==> config.mk <==
export PLATFORM = sky130hd
export DESIGN_NAME = serprog_host
export DESIGN_NICKNAME = d
export VERILOG_FILES = /design/src/rtl/serprog_pkg.sv /design/src/rtl/serprog_phase_timer.sv /design/src/rtl/serprog_seq.sv /design/src/rtl/serprog_shifter.sv /design/src/rtl/serprog_host.sv
export SDC_FILE = /design/constraint.sdc
export NUM_CORES = 1
export LEC_CHECK = 0
export BUFFER_PORTS_ARGS = -buffer_cell sky130_fd_sc_hd__buf_2
export CORE_ASPECT_RATIO = 2
export CORE_MARGIN = 8
export CORE_UTILIZATION = 55
export CTS_CLUSTER_DIAMETER = 50
export DETAILED_ROUTE_END_ITERATION = 8
export PLACE_DENSITY = 0.74
export SYNTH_ARGS = -nofsm -noshare
export SYNTH_HDL_FRONTEND = slang
export SYNTH_HIERARCHICAL = 1
export SYNTH_SLANG_ARGS = --single-unit
==> constraint.sdc <==
create_clock -name clk -period 3.7 [get_ports clk]
set_input_delay 0.74 -clock clk [delete_from_list [all_inputs] [get_ports clk]]
set_output_delay 0.74 -clock clk [all_outputs]
set_load 0.01 [all_outputs]
==> src/rtl/serprog_pkg.sv <==
package serprog_pkg;

  localparam int unsigned CMD_BITS   = 4;
  localparam int unsigned OPND_BITS  = 16;
  localparam int unsigned RD_BITS    = 8;
  localparam int unsigned FRAME_BITS = CMD_BITS + OPND_BITS;
  // index of the last host-driven clock of a read frame
  localparam int unsigned RELEASE_IDX = FRAME_BITS - RD_BITS - 1;
  localparam int unsigned LAST_IDX    = FRAME_BITS - 1;
  localparam int unsigned IDX_W       = $clog2(FRAME_BITS);

  typedef enum logic [1:0] {
    ST_IDLE = 2'd0,
    ST_HIGH = 2'd1,
    ST_LOW  = 2'd2,
    ST_TURN = 2'd3
  } seq_state_e;

  // zero programmed as a phase length still yields one cycle
  function automatic int unsigned phase_cycles(input int unsigned v);
    return (v == 0) ? 1 : v;
  endfunction

  // total cycles from acceptance of start until done
  function automatic int unsigned frame_cycles(input int unsigned hi,
                                               input int unsigned lo,
                                               input int unsigned turn,
                                               input bit          rd);
    return FRAME_BITS * (phase_cycles(hi) + phase_cycles(lo)) + (rd ? turn : 0);
  endfunction

endpackage

==> src/rtl/serprog_phase_timer.sv <==
module serprog_phase_timer #(
  parameter int unsigned CW = 8
) (
  input  logic          clk,
  input  logic          rst_n,
  input  logic          load,
  input  logic [CW-1:0] len,
  output logic          expire
);

  logic [CW-1:0] cnt_q;

  // len is at least one; the phase lasts len cycles including the load cycle's successor
  always_ff @(posedge clk or negedge rst_n) begin
    if (!rst_n) begin
      cnt_q <= '0;
    end else if (load) begin
      cnt_q <= len - CW'(1);
    end else if (cnt_q != '0) begin
      cnt_q <= cnt_q - CW'(1);
    end
  end

  assign expire = (cnt_q == '0);

endmodule

==> src/rtl/serprog_seq.sv <==
module serprog_seq
  import serprog_pkg::*;
#(
  parameter int unsigned CW = 8
) (
  input  logic             clk,
  input  logic             rst_n,
  input  logic             start,
  input  logic             is_read,
  input  logic [CW-1:0]    tck_high,
  input  logic [CW-1:0]    tck_low,
  input  logic [CW-1:0]    turn_dly,
  input  logic             expire,
  output logic             tmr_load,
  output logic [CW-1:0]    tmr_len,
  output logic             ev_accept,
  output logic             ev_rise,
  output logic             ev_fall,
  output logic             ev_release,
  output logic             ev_sample,
  output logic             ev_finish,
  output logic             ev_commit,
  output logic             busy,
  output logic             done,
  output logic             sclk,
  output logic             sdat_oe
);

  localparam logic [IDX_W-1:0] REL_I  = IDX_W'(RELEASE_IDX);
  localparam logic [IDX_W-1:0] LAST_I = IDX_W'(LAST_IDX);

  function automatic logic [CW-1:0] at_least_one(input logic [CW-1:0] v);
    return (v == '0) ? CW'(1) : v;
  endfunction

  seq_state_e       st_q, st_d;
  logic [CW-1:0]    hi_q, lo_q, tt_q;
  logic             rd_q;
  logic [IDX_W-1:0] idx_q;
  logic             busy_q, done_q, sclk_q, oe_q;
  logic             at_release;

  assign at_release = rd_q && (idx_q == REL_I);

  always_comb begin
    st_d      = st_q;
    tmr_load  = 1'b0;
    tmr_len   = hi_q;
    ev_accept = 1'b0;
    ev_rise   = 1'b0;
    ev_fall   = 1'b0;
    ev_finish = 1'b0;
    unique case (st_q)
      ST_IDLE: begin
        if (start) begin
          st_d      = ST_HIGH;
          tmr_load  = 1'b1;
          tmr_len   = at_least_one(tck_high);
          ev_accept = 1'b1;
        end
      end
      ST_HIGH: begin
        if (expire) begin
          st_d     = ST_LOW;
          tmr_load = 1'b1;
          tmr_len  = lo_q;
          ev_fall  = 1'b1;
        end
      end
      ST_LOW: begin
        if (expire) begin
          if (idx_q == LAST_I) begin
            st_d      = ST_IDLE;
            ev_finish = 1'b1;
          end else if (at_release && (tt_q != '0)) begin
            st_d     = ST_TURN;
            tmr_load = 1'b1;
            tmr_len  = tt_q;
          end else begin
            st_d     = ST_HIGH;
            tmr_load = 1'b1;
            tmr_len  = hi_q;
            ev_rise  = 1'b1;
          end
        end
      end
      ST_TURN: begin
        if (expire) begin
          st_d     = ST_HIGH;
          tmr_load = 1'b1;
          tmr_len  = hi_q;
          ev_rise  = 1'b1;
        end
      end
      default: st_d = ST_IDLE;
    endcase
  end

  assign ev_release = ev_fall && at_release;
  assign ev_sample  = ev_fall && rd_q && (idx_q > REL_I);
  assign ev_commit  = ev_finish && rd_q;

  always_ff @(posedge clk or negedge rst_n) begin
    if (!rst_n) begin
      st_q   <= ST_IDLE;
      hi_q   <= CW'(1);
      lo_q   <= CW'(1);
      tt_q   <= '0;
      rd_q   <= 1'b0;
      idx_q  <= '0;
      busy_q <= 1'b0;
      done_q <= 1'b0;
      sclk_q <= 1'b0;
      oe_q   <= 1'b1;
    end else begin
      st_q   <= st_d;
      done_q <= 1'b0;
      if (ev_accept) begin
        hi_q   <= at_least_one(tck_high);
        lo_q   <= at_least_one(tck_low);
        tt_q   <= turn_dly;
        rd_q   <= is_read;
        idx_q  <= '0;
        busy_q <= 1'b1;
        sclk_q <= 1'b1;
      end
      if (ev_rise) begin
        idx_q  <= idx_q + IDX_W'(1);
        sclk_q <= 1'b1;
      end
      if (ev_fall) begin
        sclk_q <= 1'b0;
      end
      if (ev_release) begin
        oe_q <= 1'b0;
      end
      if (ev_finish) begin
        oe_q   <= 1'b1;
        busy_q <= 1'b0;
        done_q <= 1'b1;
      end
    end
  end

  assign busy    = busy_q;
  assign done    = done_q;
  assign sclk    = sclk_q;
  assign sdat_oe = oe_q;

endmodule

==> src/rtl/serprog_shifter.sv <==
module serprog_shifter
  import serprog_pkg::*;
(
  input  logic                 clk,
  input  logic                 rst_n,
  input  logic                 load,
  input  logic [CMD_BITS-1:0]  cmd_code,
  input  logic [OPND_BITS-1:0] operand,
  input  logic                 shift,
  input  logic                 sample,
  input  logic                 commit,
  input  logic                 sdat_i,
  output logic                 sdat_o,
  output logic [RD_BITS-1:0]   rd_byte
);

  logic [FRAME_BITS-1:0] tx_q;
  logic [RD_BITS-1:0]    rx_q;
  logic [RD_BITS-1:0]    rd_q;

  // transmit: command in the low bits so it leaves first
  always_ff @(posedge clk or negedge rst_n) begin
    if (!rst_n) begin
      tx_q <= '0;
    end else if (load) begin
      tx_q <= {operand, cmd_code};
    end else if (shift) begin
      tx_q <= {1'b0, tx_q[FRAME_BITS-1:1]};
    end
  end

  // receive: first sampled bit ends up in bit 0
  always_ff @(posedge clk or negedge rst_n) begin
    if (!rst_n) begin
      rx_q <= '0;
    end else if (load) begin
      rx_q <= '0;
    end else if (sample) begin
      rx_q <= {sdat_i, rx_q[RD_BITS-1:1]};
    end
  end

  always_ff @(posedge clk or negedge rst_n) begin
    if (!rst_n) begin
      rd_q <= '0;
    end else if (commit) begin
      rd_q <= rx_q;
    end
  end

  assign sdat_o  = tx_q[0];
  assign rd_byte = rd_q;

endmodule

==> src/rtl/serprog_host.sv <==
module serprog_host
  import serprog_pkg::*;
#(
  parameter int unsigned CW = 8
) (
  input  logic                 clk,
  input  logic                 rst_n,
  input  logic                 start,
  input  logic [CMD_BITS-1:0]  cmd_code,
  input  logic [OPND_BITS-1:0] operand,
  input  logic                 is_read,
  input  logic [CW-1:0]        tck_high,
  input  logic [CW-1:0]        tck_low,
  input  logic [CW-1:0]        turn_dly,
  output logic                 busy,
  output logic                 done,
  output logic [RD_BITS-1:0]   rd_byte,
  output logic                 sclk,
  output logic                 sdat_o,
  output logic                 sdat_oe,
  input  logic                 sdat_i
);

  // named internal events, visible to the bound checker
  logic          tmr_load;
  logic [CW-1:0] tmr_len;
  logic          tmr_expire;
  logic          ev_accept;
  logic          ev_rise;
  logic          ev_fall;
  logic          ev_release;
  logic          ev_sample;
  logic          ev_finish;
  logic          ev_commit;

  serprog_phase_timer #(.CW(CW)) u_timer (
    .clk    (clk),
    .rst_n  (rst_n),
    .load   (tmr_load),
    .len    (tmr_len),
    .expire (tmr_expire)
  );

  serprog_seq #(.CW(CW)) u_seq (
    .clk        (clk),
    .rst_n      (rst_n),
    .start      (start),
    .is_read    (is_read),
    .tck_high   (tck_high),
    .tck_low    (tck_low),
    .turn_dly   (turn_dly),
    .expire     (tmr_expire),
    .tmr_load   (tmr_load),
    .tmr_len    (tmr_len),
    .ev_accept  (ev_accept),
    .ev_rise    (ev_rise),
    .ev_fall    (ev_fall),
    .ev_release (ev_release),
    .ev_sample  (ev_sample),
    .ev_finish  (ev_finish),
    .ev_commit  (ev_commit),
    .busy       (busy),
    .done       (done),
    .sclk       (sclk),
    .sdat_oe    (sdat_oe)
  );

  serprog_shifter u_shift (
    .clk      (clk),
    .rst_n    (rst_n),
    .load     (ev_accept),
    .cmd_code (cmd_code),
    .operand  (operand),
    .shift    (ev_rise),
    .sample   (ev_sample),
    .commit   (ev_commit),
    .sdat_i   (sdat_i),
    .sdat_o   (sdat_o),
    .rd_byte  (rd_byte)
  );

endmodule

=== Yosys cells after proc, flatten, opt, wreduce, memory -nomap -nowiden ===
Cells that the tools add are included.

* Output and inout port bits: 13
* Register bits: 80
* Bits of input ports: 49
* Logic and storage cells: 91

* Multiplexer cells: 44
* $add $sub $neg: 3
* Equality and inequality tests: 9
* Reduce and logical (&&, ||, !) cells: 20
* Order comparisons: 1

{| class="wikitable"
|+ Operators with widths
! cell !! number
|-
| $mux W8 || 11
|-
| $mux W20 || 2
|-
| $pmux W8 S4 || 1
|-
| $logic_not A8 Y1 || 3
|-
| $mux W1 || 19
|-
| $reduce_bool A8 Y1 || 2
|-
| $sub A8 B1 Y8 const B || 2
|-
| $mux W2 || 6
|-
| $mux W5 || 2
|-
| $reduce_bool A2 Y1 || 5
|-
| $ne A2 B2 Y1 const B || 4
|-
| $pmux W2 S4 || 1
|-
| $logic_and A1 B1 Y1 || 6
|-
| $add A5 B1 Y5 const B || 1
|-
| $eq A5 B4 Y1 const B || 1
|-
| $eq A5 B5 Y1 const B || 1
|-
| $gt A5 B4 Y1 const B || 1
|-
| $eq A2 B2 Y1 const B || 2
|-
| $reduce_and A4 Y1 || 1
|-
| $pmux W1 S3 || 1
|-
| $reduce_bool A3 Y1 || 1
|-
| $eq A2 B1 Y1 const B || 1
|-
| $logic_not A2 Y1 || 1
|-
| $pmux W1 S2 || 1
|-
| $reduce_or A2 Y1 || 1
|}

=== Depth between registers and ports, before layout ===
Gate-level depths: netlist of the first run.

* Depth in word-level cells: 9
* Gate-level depth with buffers: 14
* Gate-level depth less buffers: 11

=== By module ===
Netlist of the first run, hierarchy kept.

{| class="wikitable"
|+ By module, submodules not included
! module !! times used !! seq. area each (um^2) !! area an instance (um^2) !! cells each
|-
| serprog_seq || 1 || 904.6 || 2314.7 || 217
|-
| serprog_shifter || 1 || 900.9 || 1545.2 || 129
|-
| serprog_phase_timer || 1 || 200.2 || 601.8 || 60
|}

=== Least setup slack after synthesis of the first run ===
Ideal clock, no wire load.

* Path type: register to register
* From: reg u_timer.cnt_q[2]
* To: reg u_timer.cnt_q[4]
* Cell stages (with the launch flop): 14
* Library setup time: 121 ps
* Path buffers: 3
* Arrival: 3063 ps
* Slack: 516 ps
* Clock period less this slack: 3184 ps
* Required time: 3579 ps
* Path through: dfrtp_1 > or4_4 > buf_6 > nor2_8 > buf_6 > buf_6 > mux2_2 > a221oi_1 > a32oi_1 > mux2i_1 > ha_1 > o21ai_0 > xnor2_1 > a22o_1

* Word-level cells in the longest chain between the ends: 5
* Elaborated cells on any way between the ends: 13
* Classes of those cells: add/sub (2); mux (8); reduce/logical (3)

{| class="wikitable"
|+ Ends and longest elaborated chain
! element !! line !! RTL
|-
| start: declaration || serprog_phase_timer.sv:11 || <nowiki>logic [CW-1:0] cnt_q;</nowiki>
|-
| start signal: assignment || serprog_phase_timer.sv:18 || <nowiki>cnt_q <= len - CW'(1);</nowiki>
|-
| start signal: assignment || serprog_phase_timer.sv:20 || <nowiki>cnt_q <= cnt_q - CW'(1);</nowiki>
|-
| $logic_not A8 Y1 * || serprog_phase_timer.sv:24 || <nowiki>assign expire = (cnt_q == '0);</nowiki>
|-
| named net tmr_expire || serprog_host.sv:27 || <nowiki>logic tmr_expire;</nowiki>
|-
| $mux W8 (on tied branches) || serprog_seq.sv:71, serprog_seq.sv:63 ||
|-
| $pmux W8 S4 * || serprog_seq.sv:53 || <nowiki>unique case (st_q)</nowiki>
|-
| named net tmr_len[0] || serprog_host.sv:26 || <nowiki>logic [CW-1:0] tmr_len;</nowiki>
|-
| $sub A8 B1 Y8 * || serprog_phase_timer.sv:18 ||
|-
| $mux W8 * || serprog_phase_timer.sv:17 || <nowiki>end else if (load) begin</nowiki>
|}

Mark *: on every way through the listed nets, which the timed path passes. The rest lies on a longest branch. The select of a mux whose other input is x is not followed.
A chain may end at the register's enable or synchronous reset.

=== Worst setup path after layout of the first run ===
* From: reg u_timer.cnt_q[4]
* To: reg u_timer.cnt_q[4]

Same word-level chain as after synthesis.

==> results.md, run 1 <==
* Outcome: completed
* Comb pwr share at 0.379
* Starting DRT DRC Count at 151
* Wire length on met3 at 279 um
* WL final at 10400 um
* Clock power share at 0.217
* # DRC at 0
* Avg WL per Cell at 18.4 um
* Fin. max-slew vios at 0
* Fill cell instance count of the final layout at ~670
* Critical Path End Type: register
* First-pass detailed-route iteration total at 4
* CTS tree: built
* Row cnt at 46
* CTS Sinks at 80
* Ant. Diodes at 0
* Final setup violation count at 0
* First-pass GRT wire length at between 15000 and 20000 um
* Number of cells on the critical path at 11
* IO Port Bufs at 61
* ANT nets after route at 0
* Sw frac at 0.378
* Worst Skew at between 0.006 and 0.007 ns
* PnR worst setup slack at around 0.33 ns
* Place WS at about 0.35 ns
* Final Cell Area at 0.00505 mm2
* Crit path max-delay family: compound AO/OA/AOI/OAI gates
* Width of the die at about 80 um
* Vias in the first global route at 3518
* Hold depth at 2
* Most common cell after layout, fill and taps aside: dfrtp_1
* Share of cells above drive strength 1 at 0.317
* Die Ht at 143 um
* # IOs at a little over 60
* Relative slew margins at 0.335
* Max clock buf depth at 2
* Core area at 0.00789 mm2
* Die Footprint at 0.0114 mm2
* CP max FO at 7
* Most frequent cells in the layout: 77 x dfrtp_1, 60 x buf_2, 48 x nand2_1
* Cell Area, Synth at 0.00446 mm2
* Total number of vias at 3247
* Initial antenna violation count at 0
* Switching pwr at 1.41 mW
* Slowest CP cell: or4_4
* H-tree level count at 3
* Leak pwr at 2.21 nW
* Starting Density at 0.565
* Worst Path Arrival at between 3 and 4 ns
* Area after DPL at 0.00478 mm2
* CP Cell Sequence: or4_4 -> nor2_8 -> buf_4 -> mux2_2 -> a221oi_1 -> a32oi_1 -> mux2i_1 -> ha_1 -> o21ai_0 -> xnor2_1 -> a22o_1
* GP Congestion at 0.902
* Post-synthesis cell count at between 400 and 500
* Area Overhead vs Synth at 13.3%
* Worst Reg2Reg Path Length in Cells at 11
* Grt ovf at 0
* Critical path buffers and inverters at 1
* Setup bufs post-CTS at 0
* Worst hold slack at roughly 0.47 ns
* Power Density at 738 mW/mm2
* Internal Power at 2.32 mW
* Synthesized net count at 461
* Worst EP required at 3.92 ns
* DR WL met2 at 5750 um
* NumNets Final at 518
* Clock Root Buffer: clkbuf_16
* CTS clk-pin slew, worst paths at 0.06 ns
* WL met1 at 3710 um
* Worst IR drop on VDD at slightly above 400 uV
* Fin crit share at 0.910
* Crit-path max cell delay at 0.61 ns
* Gr usage total at 0.192
* Yosys warning count at 6
* Hold-fix buffers, CTS at 0
* Setup tns final at 0 ns
* Number of buffers created by CTS at 9
* Largest net degree at the start of global routing at about 80
* Fin crit period at ~3.4 ns
* Least-Margin Pin Slew at about 1 ns
* Util after Layout at 0.641
* Post-DP HPWL at 7790 um
* Max-Cap Viols at 0
* Fmax at approximately 0.30 GHz
* Worst min-delay path category: register to register
* Startpoint types: register
* Clk_lat worst skew at around 0.33 ns
* Sequential share of power at 0.404
* Final hold violation count at 0
* Top layer in use: met4
* Critical path class: register to register
* Routed vias/inst at 5.77
* Post-cts resize count at 0
* Syn Area/Cell at 11.0 um2
* RSZ-0062 raised after global routing: no
-- path summary, 6_finish.rpt --
kind / from / to / slack [ns]
worst min register to register: u_seq/sdat_oe / u_seq/sdat_oe / 0.47
worst max-delay path: u_timer/cnt_q[4] / u_timer/cnt_q[4] / 0.33
worst max register to register: u_timer/cnt_q[4] / u_timer/cnt_q[4] / 0.33
worst min-delay path: u_seq/sdat_oe / u_seq/sdat_oe / 0.47
max in group asynchronous: rst_n / u_shift/rd_byte[5] / 2.48
min in group asynchronous: rst_n / u_seq/hi_q[6] / 0.56
-- state kept, by name, summed over array words and instances, names as in the netlist, 2 cells and up --
register         cells
u_shift/tx_q        20
u_seq/idx_q          5
u_timer/cnt_q        8
u_seq/st_q           2
u_seq/tt_q           8
u_seq/hi_q           8
u_shift/rx_q         8
u_seq/lo_q           8
u_shift/rd_byte      8
-- stage by stage --
stage / instances / total power [mW]
2_1_floorplan: 405 / 2.57
3_3_place_gp: 547 / 2.89
3_5_place_dp: 547 / 2.94
4_1_cts: 563 / 3.76
5_1_grt: 563 / 3.98
6_report: 563 / 3.73
-- area by class of cell --
| type | count | area (um2) | area share |
|---|---|---|---|
| multi-input combinational | 290 | 2240 | 0.443 |
| sequential | 80 | 2010 | 0.397 |
| timing repair buffer | 70 | 375 | 0.0743 |
| clock buffer | 13 | 250 | 0.0495 |
| tap | 96 | 120 | 0.0238 |
| inverter | 11 | 41.3 | 0.00817 |
| clock inverter | 3 | 20.0 | 0.00396 |
-- per-layer routing --
layer / global-route usage / up-vias
met5: 0 / -
met4: 0.142 / 0
met3: 0.0357 / 31
met2: 0.347 / 68
met1: 0.184 / 1567
li1: - / 1581
-- worst min-delay path, delay by kind of cell (launching register included) --
kind	cells	cell delay, ns
flops	1	0.37
buf+inv	1	0.04
compound gates	1	0.05
-- power by group through the flow --
stage / logic, mW / registers (mW) / clock network [mW]
floorplan: 1.16 / 1.41 / 0
global placement: 1.38 / 1.50 / 0
detailed placement: 1.42 / 1.52 / 0
CTS: 1.42 / 1.51 / 0.827
global route: 1.58 / 1.55 / 0.860
finish: 1.41 / 1.51 / 0.810
(Power assumes the default switching activity.)
==> run 2, diff against run 1 <==
Settings changed: GPL_TIMING_DRIVEN set to 0.
==> run 2 against run 1 <==
  * Hold slack got worse by 0.10 ns
  * Sequential cell count unchanged
  * Clock skew decreased by 0.0012 ns
  * Cell count increased by 3.0%
  * Clock power increased by 22%
  * Critical endpoint unchanged
  * Largest power group unchanged
==> results.md, run 2 (same netlist as run 1, synthesis figures left out) <==
* Fin crit share at 0.925
* Final hold violation count at 0
* Leak pwr at 2.32 nW
* # IOs at 62
* Startpoint types: register
* Worst Skew at 0.00530 ns
* Fin crit period at 3.42 ns
* Sw frac at 0.364
* First-pass detailed-route iteration total at 4
* Outcome: completed
* CTS tree: built
* Max FFs per register at 20
* Final setup violation count at 0
* Starting DRT DRC Count at 149
* Core area at 0.00789 mm2
* Util after Layout at 0.667
* Worst Path Arrival at 3.64 ns
* Internal Power at between 2 and 3 mW
* Fill cell instance count of the final layout at around 630
* Number of buffers created by CTS at 9
* Clock power share at 0.249
* Avg WL per Cell at around 18 um
* Comb pwr share at 0.374
* Register bank with the most flops: u_shift/tx_q
* ANT nets after route at 0
* Largest net degree at the start of global routing at 48
* CTS clk-pin slew, worst paths at 0.06 ns
* Fmax at 0.292 GHz
* Critical path class: register to register
* Share of cells above drive strength 1 at 0.335
* Initial antenna violation count at 0
* Power Density at 756 mW/mm2
* RSZ-0062 raised after global routing: no
* IO Port Bufs at 61
* Gr usage total at 0.202
* WL final at 10700 um
* Place WS at 0.157 ns
* Max-Cap Viols at 0
* Hold-fix buffers, CTS at 0
* Grt ovf at 0
* Sequential share of power at 0.377
* Max clock buf depth at 2
* Relative slew margins at 0.670
* Fin. max-slew vios at 0
* Post-DP HPWL at around 8000 um
* Routed vias/inst at between 5 and 6
* Total power at 3.98 mW
* Most common cell after layout, fill and taps aside: dfrtp_1
* CTS Sinks at 80
* Die Footprint at 0.0114 mm2
* Ant. Diodes at 0
* Setup tns final at 0 ns
* Die Ht at 143 um
* Starting Density at 0.565
* Worst EP required at between 3 and 4 ns
* GP Congestion at 0.861
* Row cnt at 46
* Worst hold slack at 0.365 ns
* Critical Path End Type: register
* Width of the die at 79.7 um
* Clock Root Buffer: clkbuf_16
* Switching pwr at 1.45 mW
* First-pass GRT wire length at 17800 um
* PnR worst setup slack at 0.278 ns
* Least-Margin Pin Slew at around 0.5 ns
* # DRC at 0
* H-tree level count at 3
* Vias in the first global route at between 3000 and 4000
* Total number of vias at 3401
* CP max FO at 10
* Worst min-delay path category: primary input to asynchronous set/reset pin
* Clk_lat worst skew at between 0.3 and 0.4 ns
* NumNets Final at 535
* Area Overhead vs Synth at 18.0%
* Worst IR drop on VDD at 515 uV
* Most frequent cells in the layout: 77 x dfrtp_1, 66 x buf_2, 48 x nand2_1
[run 2: cell types whose count changed in the layout (fill, tap and decap cells not counted), sizes merged]
cell      delta
clkinvlp     -1
inv          +2
bufinv       +2
buf         +13
clkbuf       +2
clkinv       -1
[run 2: power by group through the flow]
stage / Sequential (mW) / Combinational, mW / Clock [mW]
detailed placement: 1.51 / 1.46 / 0
floorplan: 1.41 / 1.16 / 0
global placement: 1.50 / 1.41 / 0
CTS: 1.50 / 1.48 / 1.01
global route: 1.54 / 1.66 / 1.04
finish: 1.50 / 1.49 / 0.990
[run 2: area by class of cell]
class	count	area, um2	share of cell area
Multi-Input combinational cell	290	2240	0.425
Sequential cell	80	2010	0.381
Timing Repair Buffer	63	343	0.0652
Clock buffer	11	253	0.0480
Buffer	24	176	0.0335
Tap cell	96	120	0.0228
Clock inverter	5	85.1	0.0162
Inverter	11	41.3	0.00785
[run 2: worst paths after layout]
check                           slack [ns]               end             start  cells past startpoint
worst max-delay path                  0.28  u_timer/cnt_q[4]  u_timer/cnt_q[2]                     13
worst min-delay path                  0.36  u_timer/cnt_q[2]             rst_n                      1
worst max register to register        0.28  u_timer/cnt_q[4]  u_timer/cnt_q[2]                     13
worst min register to register        0.49     u_seq/sdat_oe     u_seq/sdat_oe                      2
max in group asynchronous             2.69     u_seq/hi_q[0]             rst_n                      2
min in group clk                      0.49     u_seq/sdat_oe     u_seq/sdat_oe                      2
[run 2: per-layer routing]
layer,wire length [um],vias up,global-route usage
met5,0,-,0
met4,550,0,0.147
met3,312,33,0.0463
met2,6240,78,0.380
met1,3580,1669,0.177
li1,-,1621,-
[run 2: timing repair]
item,CTS,global route
setup endpoints to repair,0,2
gates resized for setup,0,2
buffers inserted,0,1
[run 2: through the flow]
step / instances / cell area [um2]
2_1_floorplan: 405 / 4460
3_3_place_gp: 562 / 4880
3_5_place_dp: 563 / 4910
4_1_cts: 579 / 5250
5_1_grt: 580 / 5260
6_report: 580 / 5260
[run 2: critical path, stage by stage (launching register included)]
cell,delay (ns)
dfrtp_1,0.43
or4_4,0.53
buf_6,0.16
nor2_8,0.16
buf_6,0.17
buf_6,0.16
mux2_2,0.34
a221oi_1,0.26
a32oi_1,0.17
mux2i_1,0.22
ha_2,0.23
o21ai_1,0.11
xnor2_1,0.15
a22o_1,0.22
==> run 3, diff against run 2 <==
Settings changed: REMOVE_ABC_BUFFERS set to 1.
==> run 3 against run 2 <==
  * Register-to-register slack worse by 0.07 ns
  * Sequential power about the same
  * Global-route usage down 1.7 points
  * Non-clock buffer count down 20
  * Die area unchanged
  * Total power down 4.9%
  * Hold slack worse by 0.060 ns
  * Critical endpoint unchanged
  * Largest cell class unchanged
==> results.md, run 3 (same netlist as run 1, synthesis figures left out) <==
* CTS tree: built
* Leak pwr at between 2 and 2.5 nW
* CP max FO at 22
* Starting DRT DRC Count at 162
* Max clock buf depth at 2
* Outcome: completed
* H-tree level count at 3
* Startpoint types: register
* Core area at a little under 0.008 mm2
* Least-Margin Pin Slew at 0.936 ns
* Share of cells above drive strength 1 at 0.321
* Post-DP HPWL at 7330 um
* Power Density at 740 mW/mm2
* Top layer in use: met4
* WL met1 at 3750 um
* Gr usage total at 0.185
* IO Port Bufs at 61
* First-pass detailed-route iteration total at 4
* Die Ht at approximately 140 um
* Register bank with the most flops: u_shift/tx_q
* CTS clk-pin slew, worst paths at roughly 0.060 ns
* Critical path buffers and inverters at 3
* Die Footprint at 0.0114 mm2
* Row cnt at between 40 and 50
* Critical path class: register to register
* # DRC at 0
* CP Cell Sequence: or4_4 -> nor2_8 -> inv_2 -> a2111oi_4 -> buf_4 -> buf_4 -> nand4b_1 -> nand3_1 -> nor3b_1 -> o21ai_0 -> xnor2_1 -> a22o_1
* Grt ovf at 0
* Clk_lat worst skew at roughly 0.34 ns
* Area Overhead vs Synth at 14.7%
* Width of the die at around 80 um
* Most common cell after layout, fill and taps aside: dfrtp_1
* First-pass GRT wire length at roughly 16000 um
* RR Endpoint: u_timer/cnt_q[4]
* NumNets Final at 515
* ANT nets after route at 0
* Final hold violation count at 0
* Most frequent CP cell: buf_4
* Routed vias/inst at 5.86
* Fmax at 0.287 GHz
* Slowest CP cell: or4_4
* Clock Root Buffer: clkbuf_16
* Worst Path Arrival at roughly 3.7 ns
* Avg WL per Cell at 18.0 um
* WL final at 10100 um
* Largest net degree at the start of global routing at 59
* Final setup violation count at 0
* Worst Reg2Reg Path Length in Cells at 12
* Crit-path max cell delay at 0.61 ns
* Fin crit period at 3.49 ns
* Relative slew margins at 0.376
* CTS Sinks at 80
* # IOs at 62
* Total number of vias at 3288
* Vias in the first global route at around 3500
* Fin crit share at 0.943
* PnR worst setup slack at about 0.21 ns
* Most frequent cells in the layout: 77 x dfrtp_1, 60 x buf_2, 48 x nand2_1
* GP Congestion at about 0.85
* Wire length on met3 at 423 um
* Starting Density at 0.565
* Worst EP required at 3.93 ns
* Setup tns final at 0 ns
* Worst IR drop on VDD at 487 uV
* Number of cells on the critical path at 12
* Critical Path End Type: register
* Worst Skew at 0.00617 ns
* Worst min-delay path category: primary input to asynchronous set/reset pin
* Initial antenna violation count at 0
* RSZ-0062 raised after global routing: no
* Crit path max-delay family: simple AND/OR/NAND/NOR gates
* Max-Cap Viols at 0
* Fin. max-slew vios at 0
* Reg2Reg Launch Point: u_timer/cnt_q[4]
* Max FFs per register at 20
* Worst hold slack at 0.305 ns
* DR WL met2 at 5480 um
* FF-to-FF setup slack at 0.21 ns
* Place WS at -0.205 ns
* Number of buffers created by CTS at 9
## run 3: timing repair
action	4_1_cts	5_1_grt
setup endpoints to repair	4	1
pin swaps	1	0
resized for setup	0	1
buffers inserted	3	0
hold buffers	0	0
## run 3: metrics by stage
stage	total power [mW]	instance area, um2	std cells	util
floorplan	2.51	4280	381	-
global placement	2.80	4710	538	0.597
detailed placement	2.89	4770	541	0.605
CTS	3.81	5100	560	0.647
global route	4.02	5110	560	0.648
finish	3.78	5110	561	0.649
## run 3: worst register-to-register path: stages (launching register included)
cell and delay, ns:
dfrtp_1 0.47, or4_4 0.61, nor2_8 0.34, inv_2 0.15, a2111oi_4 0.21, buf_4 0.21
buf_4 0.16, nand4b_1 0.12, nand3_1 0.16, nor3b_1 0.32, o21ai_0 0.24, xnor2_1 0.18
a22o_1 0.21
## run 3: per-layer routing
| layer | GRT usage | vias up |
|---|---|---|
| li1 | - | 1579 |
| met5 | 0 | - |
| met2 | 0.336 | 84 |
| met4 | 0.108 | 0 |
| met1 | 0.181 | 1600 |
| met3 | 0.0476 | 25 |
## run 3: layout make-up
type / count / area [um2]
fill: 649 / 2770
multi-input combinational: 290 / 2250
sequential: 80 / 2010
timing repair buffer: 67 / 385
clock buffer: 10 / 239
tap: 96 / 120
clock inverter: 6 / 67.6
inverter: 11 / 41.3
antenna: 1 / 2.50
## run 3: worst max path at each step
| stage | start | end | slack [ns] |
|---|---|---|---|
| final | u_timer/cnt_q[4] | u_timer/cnt_q[4] | 0.21 |
| after global routing | u_timer/cnt_q[4] | u_timer/cnt_q[4] | 0.05 |
| after CTS | u_timer/cnt_q[4] | u_timer/cnt_q[4] | 0.09 |
| after detailed placement | u_timer/cnt_q[4] | u_timer/cnt_q[4] | -0.21 |
| after global placement | u_timer/cnt_q[4] | u_timer/cnt_q[4] | -0.91 |
| after floorplan | u_timer/cnt_q[4] | u_timer/cnt_q[4] | -0.19 |
## run 3: power breakdown
group / total (mW) / internal, mW / switching, mW
registers: 1.47 / 1.19 / 0.279
clock network: 0.901 / 0.543 / 0.358
logic: 1.41 / 0.660 / 0.750
total: 3.78 / 2.40 / 1.39
